## src/rtl/ras_pkg.sv

```systemverilog
package ras_pkg;

  typedef enum logic [1:0] {
    OP_IDLE = 2'd0,
    OP_PUSH = 2'd1,
    OP_POP  = 2'd2
  } ras_op_e;

  // Push wins over a simultaneous pop.
  function automatic ras_op_e ras_decode(input logic push, input logic pop);
    if (push)     return OP_PUSH;
    else if (pop) return OP_POP;
    else          return OP_IDLE;
  endfunction

endpackage

```

## src/rtl/ras_ptr.sv

```systemverilog
module ras_ptr #(
  parameter int PTR_W = 4
) (
  input  logic                 clk,
  input  logic                 rst,
  input  ras_pkg::ras_op_e     op,
  output logic [PTR_W-1:0]     ptr,
  output logic [PTR_W-1:0]     ptr_dn,
  output logic [PTR_W-1:0]     ptr_nxt,
  output logic                 wrap_up
);
  import ras_pkg::*;

  localparam logic [PTR_W-1:0] PTR_TOP = {PTR_W{1'b1}};
  localparam logic [PTR_W-1:0] ONE     = PTR_W'(1);

  logic [PTR_W-1:0] ptr_q;
  logic [PTR_W-1:0] ptr_up;

  assign ptr_up = ptr_q + ONE;
  assign ptr_dn = ptr_q - ONE;

  always_comb begin
    unique case (op)
      OP_PUSH: ptr_nxt = ptr_up;
      OP_POP:  ptr_nxt = ptr_dn;
      default: ptr_nxt = ptr_q;
    endcase
  end

  assign wrap_up = (op == OP_PUSH) && (ptr_q == PTR_TOP);

  always_ff @(posedge clk) begin
    if (rst) ptr_q <= '0;
    else     ptr_q <= ptr_nxt;
  end

  assign ptr = ptr_q;

  a_r1_ptr_reset: assert property (@(posedge clk) rst |=> ptr_q == '0);
  a_r2_push_adv: assert property (@(posedge clk) disable iff (rst)
    op == OP_PUSH |=> ptr_q == $past(ptr_q) + ONE);
  a_r3_pop_back: assert property (@(posedge clk) disable iff (rst)
    op == OP_POP |=> ptr_q == $past(ptr_q) - ONE);
  a_r2_idle_hold: assert property (@(posedge clk) disable iff (rst)
    op == OP_IDLE |=> $stable(ptr_q));

endmodule

```

## src/rtl/ras_mem.sv

```systemverilog
module ras_mem #(
  parameter int DATA_W = 16,
  parameter int PTR_W  = 4
) (
  input  logic              clk,
  input  logic              we,
  input  logic [PTR_W-1:0]  waddr,
  input  logic [DATA_W-1:0] wdata,
  input  logic [PTR_W-1:0]  raddr,
  output logic [DATA_W-1:0] rdata
);
  localparam int DEPTH = 1 << PTR_W;

  // No reset on the array so it maps onto distributed RAM.
  logic [DATA_W-1:0] mem [DEPTH];

  always_ff @(posedge clk) begin
    if (we) mem[waddr] <= wdata;
  end

  // Asynchronous read: the popped address is available in the request cycle.
  assign rdata = mem[raddr];

  a_r2_write_lands: assert property (@(posedge clk)
    we |=> mem[$past(waddr)] == $past(wdata));

endmodule

```

## src/rtl/ras_flag.sv

```systemverilog
module ras_flag #(
  parameter int PTR_W = 4
) (
  input  logic             clk,
  input  logic             rst,
  input  logic [PTR_W-1:0] ptr_nxt,
  input  logic             wrap_up,
  output logic             avail,
  output logic             locked
);
  localparam logic [PTR_W-1:0] PTR_TOP = {PTR_W{1'b1}};

  logic lock_q, lock_nxt, avail_q;

  assign lock_nxt = lock_q | wrap_up;

  always_ff @(posedge clk) begin
    if (rst) begin
      lock_q  <= 1'b0;
      avail_q <= 1'b1;
    end else begin
      lock_q  <= lock_nxt;
      avail_q <= !lock_nxt && (ptr_nxt != PTR_TOP);
    end
  end

  assign avail  = avail_q;
  assign locked = lock_q;

  a_r7_lock_sticky: assert property (@(posedge clk) disable iff (rst)
    lock_q |=> lock_q);
  a_r7_lock_holds_low: assert property (@(posedge clk) disable iff (rst)
    lock_q |-> !avail_q);
  a_r10_reset_release: assert property (@(posedge clk)
    rst |=> avail_q && !lock_q);

endmodule

```

## src/rtl/ret_addr_stack.sv

```systemverilog
module ret_addr_stack #(
  parameter int ADDR_W = 16,
  parameter int PTR_W  = 4
) (
  input  logic              clk,
  input  logic              rst,
  input  logic              push_req,
  input  logic [ADDR_W-1:0] push_pc,
  input  logic              pop_req,
  output logic [ADDR_W-1:0] pop_pc,
  output logic              stk_avail
);
  import ras_pkg::*;

  localparam logic [PTR_W-1:0] PTR_TOP = {PTR_W{1'b1}};

  ras_op_e          op;
  logic [PTR_W-1:0] ptr, ptr_dn, ptr_nxt;
  logic             wrap_up, locked;

  assign op = ras_decode(push_req, pop_req);

  ras_ptr #(.PTR_W(PTR_W)) u_ptr (
    .clk(clk), .rst(rst), .op(op),
    .ptr(ptr), .ptr_dn(ptr_dn), .ptr_nxt(ptr_nxt), .wrap_up(wrap_up)
  );

  ras_mem #(.DATA_W(ADDR_W), .PTR_W(PTR_W)) u_mem (
    .clk(clk), .we(op == OP_PUSH), .waddr(ptr), .wdata(push_pc),
    .raddr(ptr_dn), .rdata(pop_pc)
  );

  ras_flag #(.PTR_W(PTR_W)) u_flag (
    .clk(clk), .rst(rst), .ptr_nxt(ptr_nxt), .wrap_up(wrap_up),
    .avail(stk_avail), .locked(locked)
  );

  a_r6_top_clears: assert property (@(posedge clk) disable iff (rst)
    ptr == PTR_TOP |-> !stk_avail);
  a_r6_free_sets: assert property (@(posedge clk) disable iff (rst)
    (ptr != PTR_TOP && !locked) |-> stk_avail);
  a_r9_push_wins: assert property (@(posedge clk) disable iff (rst)
    (push_req && pop_req) |=> ptr == $past(ptr) + PTR_W'(1));
  a_r8_pop_from_zero: assert property (@(posedge clk) disable iff (rst)
    (pop_req && !push_req && ptr == '0) |=> (ptr == PTR_TOP && !stk_avail));

endmodule

```

## config.mk

```make
export PLATFORM = sky130hd
export DESIGN_NAME = ret_addr_stack
export DESIGN_NICKNAME = d
export VERILOG_FILES = /design/src/rtl/ras_pkg.sv /design/src/rtl/ras_ptr.sv /design/src/rtl/ras_mem.sv /design/src/rtl/ras_flag.sv /design/src/rtl/ret_addr_stack.sv
export SDC_FILE = /design/constraint.sdc
export NUM_CORES = 1
export LEC_CHECK = 0
export BUFFER_PORTS_ARGS = -buffer_cell sky130_fd_sc_hd__buf_2
export CORE_UTILIZATION = 40
export CTS_CLUSTER_DIAMETER = 150
export DETAILED_ROUTE_END_ITERATION = 7
export HOLD_SLACK_MARGIN = 0.03
export SLEW_MARGIN = 25
export SYNTH_ARGS = -nofsm -noshare
export SYNTH_HDL_FRONTEND = slang
export SYNTH_SLANG_ARGS = --single-unit
```

## constraint.sdc

```tcl
create_clock -name clk -period 2.5 [get_ports clk]
set_clock_uncertainty 0.1 [all_clocks]
set_input_delay 0.125 -clock clk [delete_from_list [all_inputs] [get_ports clk]]
set_output_delay 0.125 -clock clk [all_outputs]
set_load 0.005 [all_outputs]
```

## After elaboration in Yosys (flattened, before gate mapping)

Memories as Yosys holds them, arrays and structs flattened.
Cells that the tools add are included.
W data, S select, Z words.

- Bits in writable memories: 256
- Memories: 1
- Input port bits: 20
- Bits in registers: 6
- Output and inout bits: 17

- Add/subtract/negate cells: 2
- Bitwise gates (word level): 1
- Equal/unequal tests: 4
- Reductions and logical operators: 3
- Multiplexer cells: 5

Memory list:

| memory | words | width | rd ports | clocked after memory_dff | wr ports | RTL line | RTL |
|---|---|---|---|---|---|---|---|
| u_mem.mem | 16 | 16 | 1 | 0 | 1 | ras_mem.sv:15 | `logic [DATA_W-1:0] mem [DEPTH];` |

Operators with widths:

| cell | count |
|---|---|
| $pmux W4 S2 | 1 |
| $add A4 B1 Y4 const B | 1 |
| $eq A4 B4 Y1 const B | 1 |
| $mux W2 | 2 |
| $ne A4 B4 Y1 const B | 1 |
| $sub A4 B1 Y4 const B | 1 |
| $eq A2 B1 Y1 const B | 1 |
| $eq A2 B2 Y1 const B | 1 |
| $logic_and A1 B1 Y1 | 2 |
| $mux W1 | 2 |
| $logic_not A1 Y1 | 1 |
| $or A1 B1 Y1 | 1 |

## Longest topological paths before layout

Gate-level depths: netlist of the first run.

- Word-level depth: 7
- Gate-level depth with buffers: 10

## Modules after synthesis

Synthesis of the first run repeated with hierarchy kept, for this count alone.

- Cell total of the unflattened synthesis: 467
- Area total of the unflattened synthesis: 10147.2 µm²

Modules (own cells, without submodules):

| module | times used | cells each | area an instance (µm²) |
|---|---|---|---|
| ras_mem | 1 | 416 | 9723.1 |
| ras_ptr | 1 | 44 | 345.3 |
| ras_flag | 1 | 5 | 68.8 |
| ret_addr_stack | 1 | 2 | 10.0 |

## Least setup slack after synthesis of the first run

OpenSTA, ideal clock, no wires.

- Path type: register -> output
- Start: register u_ptr.ptr_q[0] (netlist: u_ptr.ptr[0])
- End: output port pop_pc[12]
- Data arrival time: 2130 ps
- Slack: 145 ps
- Buffers on the path: 3
- Stages on the path, launching flop included: 10
- Path through: dfxtp_1 buf_4 inv_2 ha_1 buf_2 clkbuf_1 mux4_2 nand2_1 nand2_1 a32o_1

- Longest elaborated chain between the ends: 2

Ends and longest elaborated chain:

| element | RTL line | RTL |
|---|---|---|
| from (decl) | ras_ptr.sv:17 | `logic [PTR_W-1:0] ptr_q;` |
| from (signal assigned) | ras_ptr.sv:35 | `else ptr_q <= ptr_nxt;` |
| $sub A4 B1 Y4 | ras_ptr.sv:21 | `assign ptr_dn = ptr_q - ONE;` |
| $mem_v2 Z16 W16 | n/a |  |
| to (decl) | ret_addr_stack.sv:10 | `output logic [ADDR_W-1:0] pop_pc,` |

No other way between the ends.

## Final worst setup path of the first run

Ends and elaborated chain as after synthesis.

==> out/metrics.csv, run 1 <==
stage;metric;value;unit
place;routabilityCongestion;0.805;
synthesis;yosysWarnings;0;
synthesis;ys_ff_latch;262;
detailed_routing;initialDrtViolationCount;480;
synthesis;synth_top_family_by_area;multiplexers;
timing;finalMaxSlewViolations;0;
cts;clock_latency;510;ps
power_and_ir_drop;power_density;870;mW/mm^2
cts;cts_root_buf;clkbuf_16;
detailed_routing;drcViolationCount;0;
synthesis;synth_simple_gate_area_share;7.85;%
power_and_ir_drop;irDropWorstVdd;459;uV
place;port_buffers;36;
detailed_routing;num_vias;5778;
synthesis;seq_area_frac_synth;75.0;%
synthesis;synth-compound-area-share;3.91;%
timing;rsz0062_at_grt;true;
worst_setup_path;path_max_fanout;13;
final_layout;num-nets-final;735;
die;start_util;41.1;%
die;io_pins;37;
timing;setup_slack;-160;ps
timing;fmax;376;MHz
die;core.rowCount;58;
synthesis;synth_edf_count;256;
synthesis;synth_nets;625;
worst_setup_path;critical_path_required;2280;ps
timing;setup_violations;16;
global_route;grt_pass1_wl;36.5;mm
cts;cts_max_level;1;
global_route;antenna_found_initial;0;
die;die_y;163;um
power_and_ir_drop;total_power;11.4;mW
worst_hold_path;min_path_type;in2reg;
global_route;grt-ovfl-total;0;
worst_setup_path;path_class;reg2out;
final_layout;drive_above_1_share;33.0;%
final_layout;post-route-cell-area;0.0131;sq mm
synthesis;async_flop_share;0;%
synthesis;synth-xor-area-share;0.757;%
synthesis;avgSynthCellArea;17.4;sq um
cts;clockBufferDepth;3;
synthesis;synthCells;600;
detailed_routing;dr.pass1.iters;6;
synthesis;synthMuxAreaShare;10.0;%
power_and_ir_drop;leakagePower;4.50;nW
timing;relSlewSlack;64.9;%
cts;path_clk_slew;60;ps
detailed_routing;wl_per_cell;23.6;um
die;coreArea;0.0253;sq mm
cts;cts_tree;done;
detailed_routing;antenna_left;0;
synthesis;synthAdderAreaFrac;0.601;%
detailed_routing;routed_wl;25.0;mm
status;outcome;complete, but fails checks;
global_route;grt_max_degree;49;
cts;clock_sinks;262;
synthesis;synth_area;0.0104;sq mm
status;violations;negative setup slack;
die;die-area;0.0267;sq mm
timing;worst_pin_slew;525;ps
die;die_w;163;um
timing;fin_crit_sh;106;%
synthesis;synth.distinct_cells;33;
global_route;grt_pass1_vias;5710;
worst_setup_path;endpoint_kind;output pin;
timing;fin_crit;2660;ps
place;postPlaceCellArea;0.0112;sq mm
timing;hold_violations;0;
global_route;grt_use_total;18.9;%
cts;cts-buffers-inserted;25;
place;hpwl;12.9;mm
worst_setup_path;crit_path_start_kind;register;
run;cap_viol_max_count;0;
worst_setup_path;cp.arrival;2440;ps
synthesis;yosys_most_used_dff;edfxtp_1;
timing;fin_setup_tns;-1540;ps
final_layout;syn2layout_area_growth;25.8;%
detailed_routing;via_per_inst;5.46;
==> power breakdown <==
part	leakage [nW]	total, mW	internal, mW	switching [mW]
clock network	0.388	3.75	2.14	1.61
logic	1.75	2.68	1.31	1.37
registers	2.36	4.97	4.93	0.0389
total	4.50	11.4	8.37	3.02
==> per-layer routing <==
layer	GRT usage, %	share of wire [%]	vias up
met3	2.06	5.9	39
met2	32.0	50	207
li1	-	-	2569
met4	5.01	2.0	0
met1	25.8	42	2963
met5	0	0	-
==> state kept, by name (all words and copies together), names as in the netlist <==
name,cells
u_flag.avail,1
u_flag.locked,1
u_mem.mem,256
u_ptr.ptr,4
==> logic make-up (layout without fill, tap and decap cells) <==
| group | count (synthesis) | in the layout |
|---|---|---|
| flip-flops | 262 | 262 |
| AND/OR/NAND/NOR | 186 | 186 |
| multiplexers | 64 | 64 |
| AO/OA/AOI/OAI | 39 | 39 |
| buffers and inverters | 38 | 166 |
| XOR/XNOR | 6 | 6 |
| adder cells (fa/ha/maj) | 5 | 5 |
| other | 0 | 1 |
==> final timing paths <==
path	start	endpoint	slack [ps]	cells past startpoint
setup / recovery	u_ptr.ptr[0]	pop_pc[12]	-160	9
hold / removal	rst	u_ptr.ptr[2]	300	3
setup reg to reg	u_ptr.ptr[0]	u_mem.mem[3][13]	500	5
hold reg to reg	u_flag.locked	u_flag.locked	410	2
==> worst max-delay path, cell delays in order (launching register included) <==
cell      delay (ps)
dfxtp_4          390
inv_8             50
ha_4             170
xor2_4           150
buf_12           160
buf_12           160
mux2i_4          190
a221oi_4         300
a32o_2           230
buf_2            120
==> per-stage QoR <==
stage / setup WS, ps / util [%] / hold slack, ps / cells
2_1_floorplan: 145 / - / 96.6 / 600
3_3_place_gp: 184 / 44.2 / 274 / 962
3_5_place_dp: 148 / 44.2 / 278 / 962
4_1_cts: -164 / 51.0 / 283 / 1053
5_1_grt: -233 / 51.7 / 316 / 1058
6_report: -160 / 51.7 / 300 / 1059
==> final cells by class <==
| type | count | area [sq um] |
|---|---|---|
| Antenna cell | 1 | 2.50 |
| Clock buffer | 25 | 626 |
| Clock inverter | 20 | 181 |
| Fill cell | 1971 | 12200 |
| Inverter | 3 | 18.8 |
| Multi-Input combinational cell | 300 | 2680 |
| Sequential cell | 262 | 7810 |
| Tap cell | 330 | 413 |
| Timing Repair Buffer | 118 | 1370 |
==> timing repair <==
action                                 4_1_cts  5_1_grt
cloned                                      12        3
hold buffers                                19        0
pin swaps                                   19       11
endpoints found under the hold margin      262        0
resized for setup                           67       30
setup buffers                               17        4
setup endpoints to repair                   16       16
==> cell usage after synthesis (3+ instances only) <==
| master | n | area (sq um) |
|---|---|---|
| edfxtp_1 | 256 | 7690 |
| nand2_1 | 113 | 424 |
| nand3_1 | 34 | 170 |
| mux2i_1 | 32 | 320 |
| mux4_2 | 32 | 721 |
| a32o_1 | 17 | 170 |
| buf_2 | 12 | 60.1 |
| clkbuf_1 | 11 | 41.3 |
| nor2_1 | 11 | 41.3 |
| and2_1 | 10 | 62.6 |
| a221oi_2 | 9 | 135 |
| a221oi_1 | 7 | 61.3 |
| buf_4 | 7 | 52.6 |
| and3_1 | 6 | 37.5 |
| dfxtp_1 | 6 | 120 |
| nor2b_1 | 6 | 37.5 |
| ha_1 | 5 | 62.6 |
| xnor2_1 | 4 | 35.0 |
| buf_1 | 3 | 11.3 |
==> placed cells by master (no fill, tap or decap), types with 3 or more instances in the layout <==
cell	Yosys	layout
a221oi_2	9	14
a32o_1	17	9
a32o_2	0	8
and2_1	10	10
and3_1	6	6
buf_12	0	17
buf_16	0	11
buf_2	12	34
buf_4	7	23
buf_6	2	11
bufinv_16	0	3
clkbuf_16	0	27
clkinv_1	0	6
clkinv_2	0	6
clkinvlp_4	0	4
dfxtp_1	6	4
dlygate4sd3_1	0	19
edfxtp_1	256	256
ha_1	5	3
mux2i_1	32	19
mux2i_2	0	10
mux2i_4	0	3
mux4_2	32	32
nand2_1	113	94
nand2_2	0	17
nand3_1	34	34
nor2_1	11	9
nor2b_1	6	5
xnor2_1	4	3
Power figures use the tool's default switching activity.
==> inputs of run 2 (changes only) <==
==> constraint.sdc (replaced) <==
create_clock -name clk -period 2.5 [get_ports clk]
set_clock_uncertainty 0.1 [all_clocks]
set_input_delay 0.375 -clock clk [delete_from_list [all_inputs] [get_ports clk]]
set_output_delay 0.375 -clock clk [all_outputs]
set_load 0.005 [all_outputs]
==> out/metrics.csv, run 2 (synthesized netlist as in run 1, its figures left out) <==
stage;metric;value;unit;change
global_route;grt_max_degree;49;;unchanged
detailed_routing;antenna_left;0;;unchanged
power_and_ir_drop;total_power;11.2;mW;-1.8%
cts;cts_tree;done;;
detailed_routing;dr.pass1.iters;4;;-2
place;dpl.cell_count;982;;+2.1%
worst_hold_path;min_path_type;in2reg;;
die;die_w;163;um;unchanged
cts;clock_sinks;262;;unchanged
cts;path_clk_slew;60;ps;about the same
timing;fin_crit_sh;122;%;+15 points
worst_setup_path;reg2reg_slack;390;ps;-110 ps
detailed_routing;num_vias;5736;;-0.73%
die;start_util;41.1;%;unchanged
worst_setup_path;path_max_fanout;7;;-6
cts;cts-buffers-inserted;26;;+4.0%
status;violations;negative setup slack;;
worst_setup_path;endpoint_kind;output pin;;
power_and_ir_drop;power_density;863;mW/mm^2;-0.74%
status;outcome;complete, but fails checks;;
final_layout;final-seq-area;0.00781;sq mm;about the same
die;core.rowCount;58;;unchanged
final_layout;final_common_cell;edfxtp_1;;
final_layout;fillers;1993;;+1.1%
place;place_ws;-131;ps;-278 ps
detailed_routing;wl_per_cell;22.0;um;-7.1%
global_route;grt_pass1_vias;5775;;+1.1%
worst_setup_path;path_class;reg2out;;
timing;fin_crit;3040;ps;+384 ps
detailed_routing;drcViolationCount;0;;unchanged
worst_setup_path;worstRegToRegCells;8;;+3
die;coreArea;0.0253;sq mm;unchanged
final_layout;drive_above_1_share;33.8;%;+0.87 points
cts;clock_latency;520;ps;about the same
place;port_buffers;36;;unchanged
timing;fmax;328;MHz;-13%
power_and_ir_drop;irDropWorstVdd;500;uV;+8.8%
final_layout;syn2layout_area_growth;24.5;%;
run;cap_viol_max_count;0;;unchanged
timing;setup_violations;16;;unchanged
worst_hold_path;hold_end;u_mem.mem[9][6];;
die;die-area;0.0267;sq mm;unchanged
global_route;grt-ovfl-total;0;;unchanged
place;hpwl;13.7;mm;+6.7%
global_route;antenna_found_initial;1;;+1
timing;finalMaxSlewViolations;0;;unchanged
final_layout;multi_input_area;0.00266;sq mm;-0.98%
worst_setup_path;critical_path_required;2030;ps;-250 ps
worst_setup_path;reg2reg_to;u_flag.avail;;
die;io_pins;37;;unchanged
die;die_y;163;um;unchanged
place;routabilityCongestion;0.762;;-5.3%
power_and_ir_drop;leakagePower;4.49;nW;-0.24%
detailed_routing;via_per_inst;5.39;;-1.2%
final_layout;layout.cells.non_filler;1064;;+0.47%
cts;cts_max_level;1;;unchanged
timing;hold_violations;0;;unchanged
cts;cts_root_buf;clkbuf_16;;
final_layout;largest_register_ffs;256;;unchanged
worst_setup_path;crit_path_start_kind;register;;
final_layout;top_register;u_mem.mem;;
cts;clockBufferDepth;3;;unchanged
final_layout;post-route-util;51.2;%;-0.54 points
timing;setup_slack;-544;ps;-384 ps
global_route;grt_pass1_wl;34.6;mm;-5.1%
worst_hold_path;worstHoldPathCells;1;;-2
timing;rsz0062_at_grt;true;;
timing;relSlewSlack;72.1;%;+7.2 points
final_layout;num-nets-final;739;;+0.54%
worst_setup_path;slowest_stage;dfxtp_2;;
detailed_routing;initialDrtViolationCount;517;;+7.7%
detailed_routing;routed_wl;23.4;mm;-6.6%
timing;worst_pin_slew;418;ps;-107 ps
worst_setup_path;crit_top_cell;buf_6;;
worst_setup_path;slowest_delay;320;ps;-70 ps
global_route;grt_use_total;17.5;%;-1.3 points
worst_setup_path;cp_cell_sequence;inv_2 -> buf_6 -> ha_4 -> xor2_4 -> buf_6 -> buf_12 -> mux2i_1 -> a221oi_2 -> buf_4 -> a32o_1 -> buf_2;;
final_layout;final_cell_mix;256 x edfxtp_1, 112 x nand2_1, 48 x buf_4;;
worst_hold_path;holdCritStartpoint;push_pc[6];;
worst_setup_path;worstReg2RegStart;u_ptr.ptr[0];;
worst_setup_path;cp.arrival;2570;ps;+130 ps
run 2: cell count changes in the layout (fill, tap and decap cells not counted), moves of 3 or more:
cell / change
mux2i_1: -7
mux2i_4: +3
nand2_1: +18
nand2_2: -16
buf_4: +25
dlygate4sd3_1: -18
buf_16: -11
buf_12: +8
clkbuf_16: +4
mux2i_2: +4
clkinvlp_4: -4
buf_6: -5
run 2: metal layers:
metal / global-route usage (%) / up-vias / wire, um
met5: 0 / - / 0
met1: 24.1 / 2949 / 10100
met4: 4.16 / 0 / 327
met3: 2.79 / 29 / 1410
li1: - / 2580 / -
met2: 29.2 / 178 / 11500
run 2: what timing repair did:
item,4_1_cts,5_1_grt
pin swaps,22,18
endpoints found under the setup margin,16,16
setup buffers,9,21
gates cloned,2,4
hold endpoints to repair,5,0
resized for setup,41,49
hold buffers,1,0
run 2: how the worst max path moves through the flow:
stage                       startpoint  cells past startpoint  slack [ps]          to
after floorplan           u_ptr.ptr[0]                      9         0.6  pop_pc[10]
after global placement    u_ptr.ptr[0]                     10        -130   pop_pc[2]
after detailed placement  u_ptr.ptr[1]                      7        -130  pop_pc[10]
after CTS                 u_ptr.ptr[1]                     12        -550   pop_pc[1]
after global routing      u_ptr.ptr[0]                     11        -620   pop_pc[3]
final                     u_ptr.ptr[0]                     11        -540   pop_pc[3]
run 2: critical path, delay by kind of cell (launching register included):
family,cells,cell delay (ps)
XOR/XNOR,1,180
flip-flops,1,320
buffers and inverters,6,740
AO/OA/AOI/OAI,2,350
adder cells (fa/ha/maj),1,150
multiplexers,1,280
run 2: layout make-up:
class | instances | share of cell area (%)
repair buffers | 121 | 9.67
diodes | 1 | 0.0193
flip-flops and latches | 262 | 60.2
multi-input cells | 300 | 20.5
well taps | 330 | 3.19
clock buffers | 27 | 5.05
inverters | 3 | 0.0869
clock inverters | 20 | 1.25
run 2: per-stage QoR:
step	hold slack, ps	setup TNS [ps]	instance area, sq um
2_1_floorplan	347	0	10400
3_3_place_gp	375	-1350	11400
3_5_place_dp	395	-1520	11400
4_1_cts	125	-8060	12500
5_1_grt	133	-9060	13000
6_report	139	-7600	13000
run 2: power breakdown:
part / switching (mW) / leakage, nW / internal, mW / total, mW
Clock: 1.59 / 0.407 / 2.11 / 3.70
Sequential: 0.0370 / 2.36 / 4.93 / 4.97
Combinational: 1.26 / 1.72 / 1.26 / 2.52
==> inputs of run 3 (changes only) <==
- REMOVE_ABC_BUFFERS: default -> 1
==> out/metrics.csv, run 3 (synthesized netlist as in run 1, its figures left out) <==
stage;metric;value;unit;change
cts;cts-buffers-inserted;28;;+7.7%
timing;setup_slack;-373;ps;+172 ps
global_route;grt_pass1_vias;6021;;+4.3%
timing;setup_violations;16;;unchanged
place;port_buffers;36;;unchanged
final_layout;syn2layout_area_growth;20.8;%;
worst_setup_path;cp_cell_sequence;inv_4 -> ha_4 -> xor2_4 -> buf_6 -> buf_12 -> mux2i_1 -> a221oi_2 -> a32o_2 -> buf_2;;
status;outcome;complete, but fails checks;;
final_layout;drive_above_1_share;29.6;%;-4.2 points
detailed_routing;drcViolationCount;0;;unchanged
timing;relSlewSlack;68.7;%;-3.4 points
place;routabilityCongestion;0.762;;about the same
worst_setup_path;worstRegToRegCells;4;;-4
worst_setup_path;crit_path_start_kind;register;;
global_route;grt_pass1_wl;35.8;mm;+3.5%
power_and_ir_drop;total_power;11.0;mW;-1.3%
status;violations;negative setup slack;;
worst_setup_path;path_class;reg2out;;
final_layout;post-route-util;49.7;%;-1.5 points
worst_setup_path;crit_family;buffers and inverters;;
timing;fin_crit;2870;ps;-172 ps
cts;path_clk_slew;60;ps;about the same
detailed_routing;routed_wl;23.9;mm;+2.4%
die;die_y;163;um;unchanged
timing;finalMaxSlewViolations;0;;unchanged
timing;hold_violations;0;;unchanged
die;die_w;163;um;unchanged
place;postPlaceCellArea;0.0113;sq mm;-0.59%
timing;rsz0062_at_grt;true;;
worst_setup_path;critical_path_required;2030;ps;about the same
final_layout;final_common_cell;edfxtp_1;;
place;dpl.cell_count;985;;+0.31%
final_layout;fillers;2084;;+4.6%
place;hpwl;13.8;mm;+0.23%
cts;cts_max_level;1;;unchanged
detailed_routing;wl_per_cell;22.8;um;+3.9%
final_layout;num-nets-final;723;;-2.2%
cts;cts_tree;done;;
worst_hold_path;min_path_type;in2reg;;
worst_setup_path;path_max_fanout;13;;+6
place;place_ws;25.2;ps;+156 ps
final_layout;top_register;u_mem.mem;;
worst_setup_path;crit_buf_inv;4;;-2
global_route;grt_max_degree;28;;-43%
die;core.rowCount;58;;unchanged
die;start_util;41.1;%;unchanged
global_route;grt_use_total;18.5;%;+0.92 points
cts;clock_sinks;262;;unchanged
final_layout;antenna_cells;0;;-1
power_and_ir_drop;leakagePower;4.35;nW;-3.1%
detailed_routing;antenna_left;0;;unchanged
cts;clock_latency;540;ps;+20 ps
worst_setup_path;cp_num_cells;9;;-2
final_layout;layout.cells.non_filler;1049;;-1.4%
timing;fmax;348;MHz;+6.0%
cts;cts_root_buf;clkbuf_16;;
worst_setup_path;cp.arrival;2400;ps;-170 ps
timing;fin_crit_sh;115;%;-6.9 points
detailed_routing;num_vias;5705;;-0.54%
cts;clockBufferDepth;3;;unchanged
worst_hold_path;worstHoldPathCells;1;;unchanged
detailed_routing;via_per_inst;5.44;;+0.88%
die;io_pins;37;;unchanged
worst_setup_path;slowest_stage;dfxtp_2;;
power_and_ir_drop;power_density;879;mW/mm^2;+1.8%
power_and_ir_drop;irDropWorstVdd;622;uV;+24%
worst_setup_path;endpoint_kind;output pin;;
detailed_routing;dr.pass1.iters;7;;+3
die;die-area;0.0267;sq mm;unchanged
timing;worst_pin_slew;468;ps;+50.6 ps
global_route;grt-ovfl-total;0;;unchanged
detailed_routing;initialDrtViolationCount;422;;-18%
final_layout;largest_register_ffs;256;;unchanged
run;cap_viol_max_count;0;;unchanged
global_route;antenna_found_initial;0;;-1
die;coreArea;0.0253;sq mm;unchanged
final_layout;final_cell_mix;256 x edfxtp_1, 113 x nand2_1, 48 x buf_4;;
worst_setup_path;slowest_delay;330;ps;about the same
final_layout;post-route-cell-area;0.0126;sq mm;-3.0%
-- run 3: path summary, 6_finish.rpt --
path                 startpoint                 to  slack (ps)
setup / recovery   u_ptr.ptr[0]          pop_pc[6]        -370
hold / removal      push_pc[10]  u_mem.mem[11][10]         110
setup reg to reg   u_ptr.ptr[0]   u_mem.mem[3][12]         620
hold reg to reg   u_flag.locked      u_flag.locked         400
-- run 3: timing repair --
item / 4_1_cts / 5_1_grt
pin swaps: 10 / 9
setup endpoints to repair: 16 / 16
hold endpoints to repair: 5 / 0
cloned: 4 / 1
buffers inserted: 8 / 0
resized for setup: 31 / 12
hold buffers: 1 / 0
-- run 3: power breakdown --
| group | switching, mW | total [mW] | internal (mW) |
|---|---|---|---|
| registers | 0.0381 | 4.97 | 4.93 |
| clock network | 1.59 | 3.90 | 2.30 |
| logic | 1.16 | 2.18 | 1.03 |
-- run 3: per-stage QoR --
stage               hold WS (ps)  setup TNS (ps)
detailed placement           379               0
CTS                         80.3           -5690
finish                       109           -5220
global route                 107           -6680
global placement             377               0
floorplan                    347         -152390
-- run 3: layer usage --
metal / share of wire [%] / vias up / track usage [%]
met3: 5.3 / 54 / 2.13
met4: 3.5 / 0 / 7.05
met1: 41 / 2907 / 24.0
met2: 50 / 195 / 31.6
li1: - / 2549 / -
met5: 0 / - / 0
-- run 3: cell type report --
class	count	area, sq um	area share (%)
flip-flops and latches	262	7810	62.1
inverters	3	16.3	0.129
repair buffers	103	908	7.22
clock buffers	35	748	5.95
clock inverters	16	123	0.975
well taps	330	413	3.28
multi-input cells	300	2560	20.3
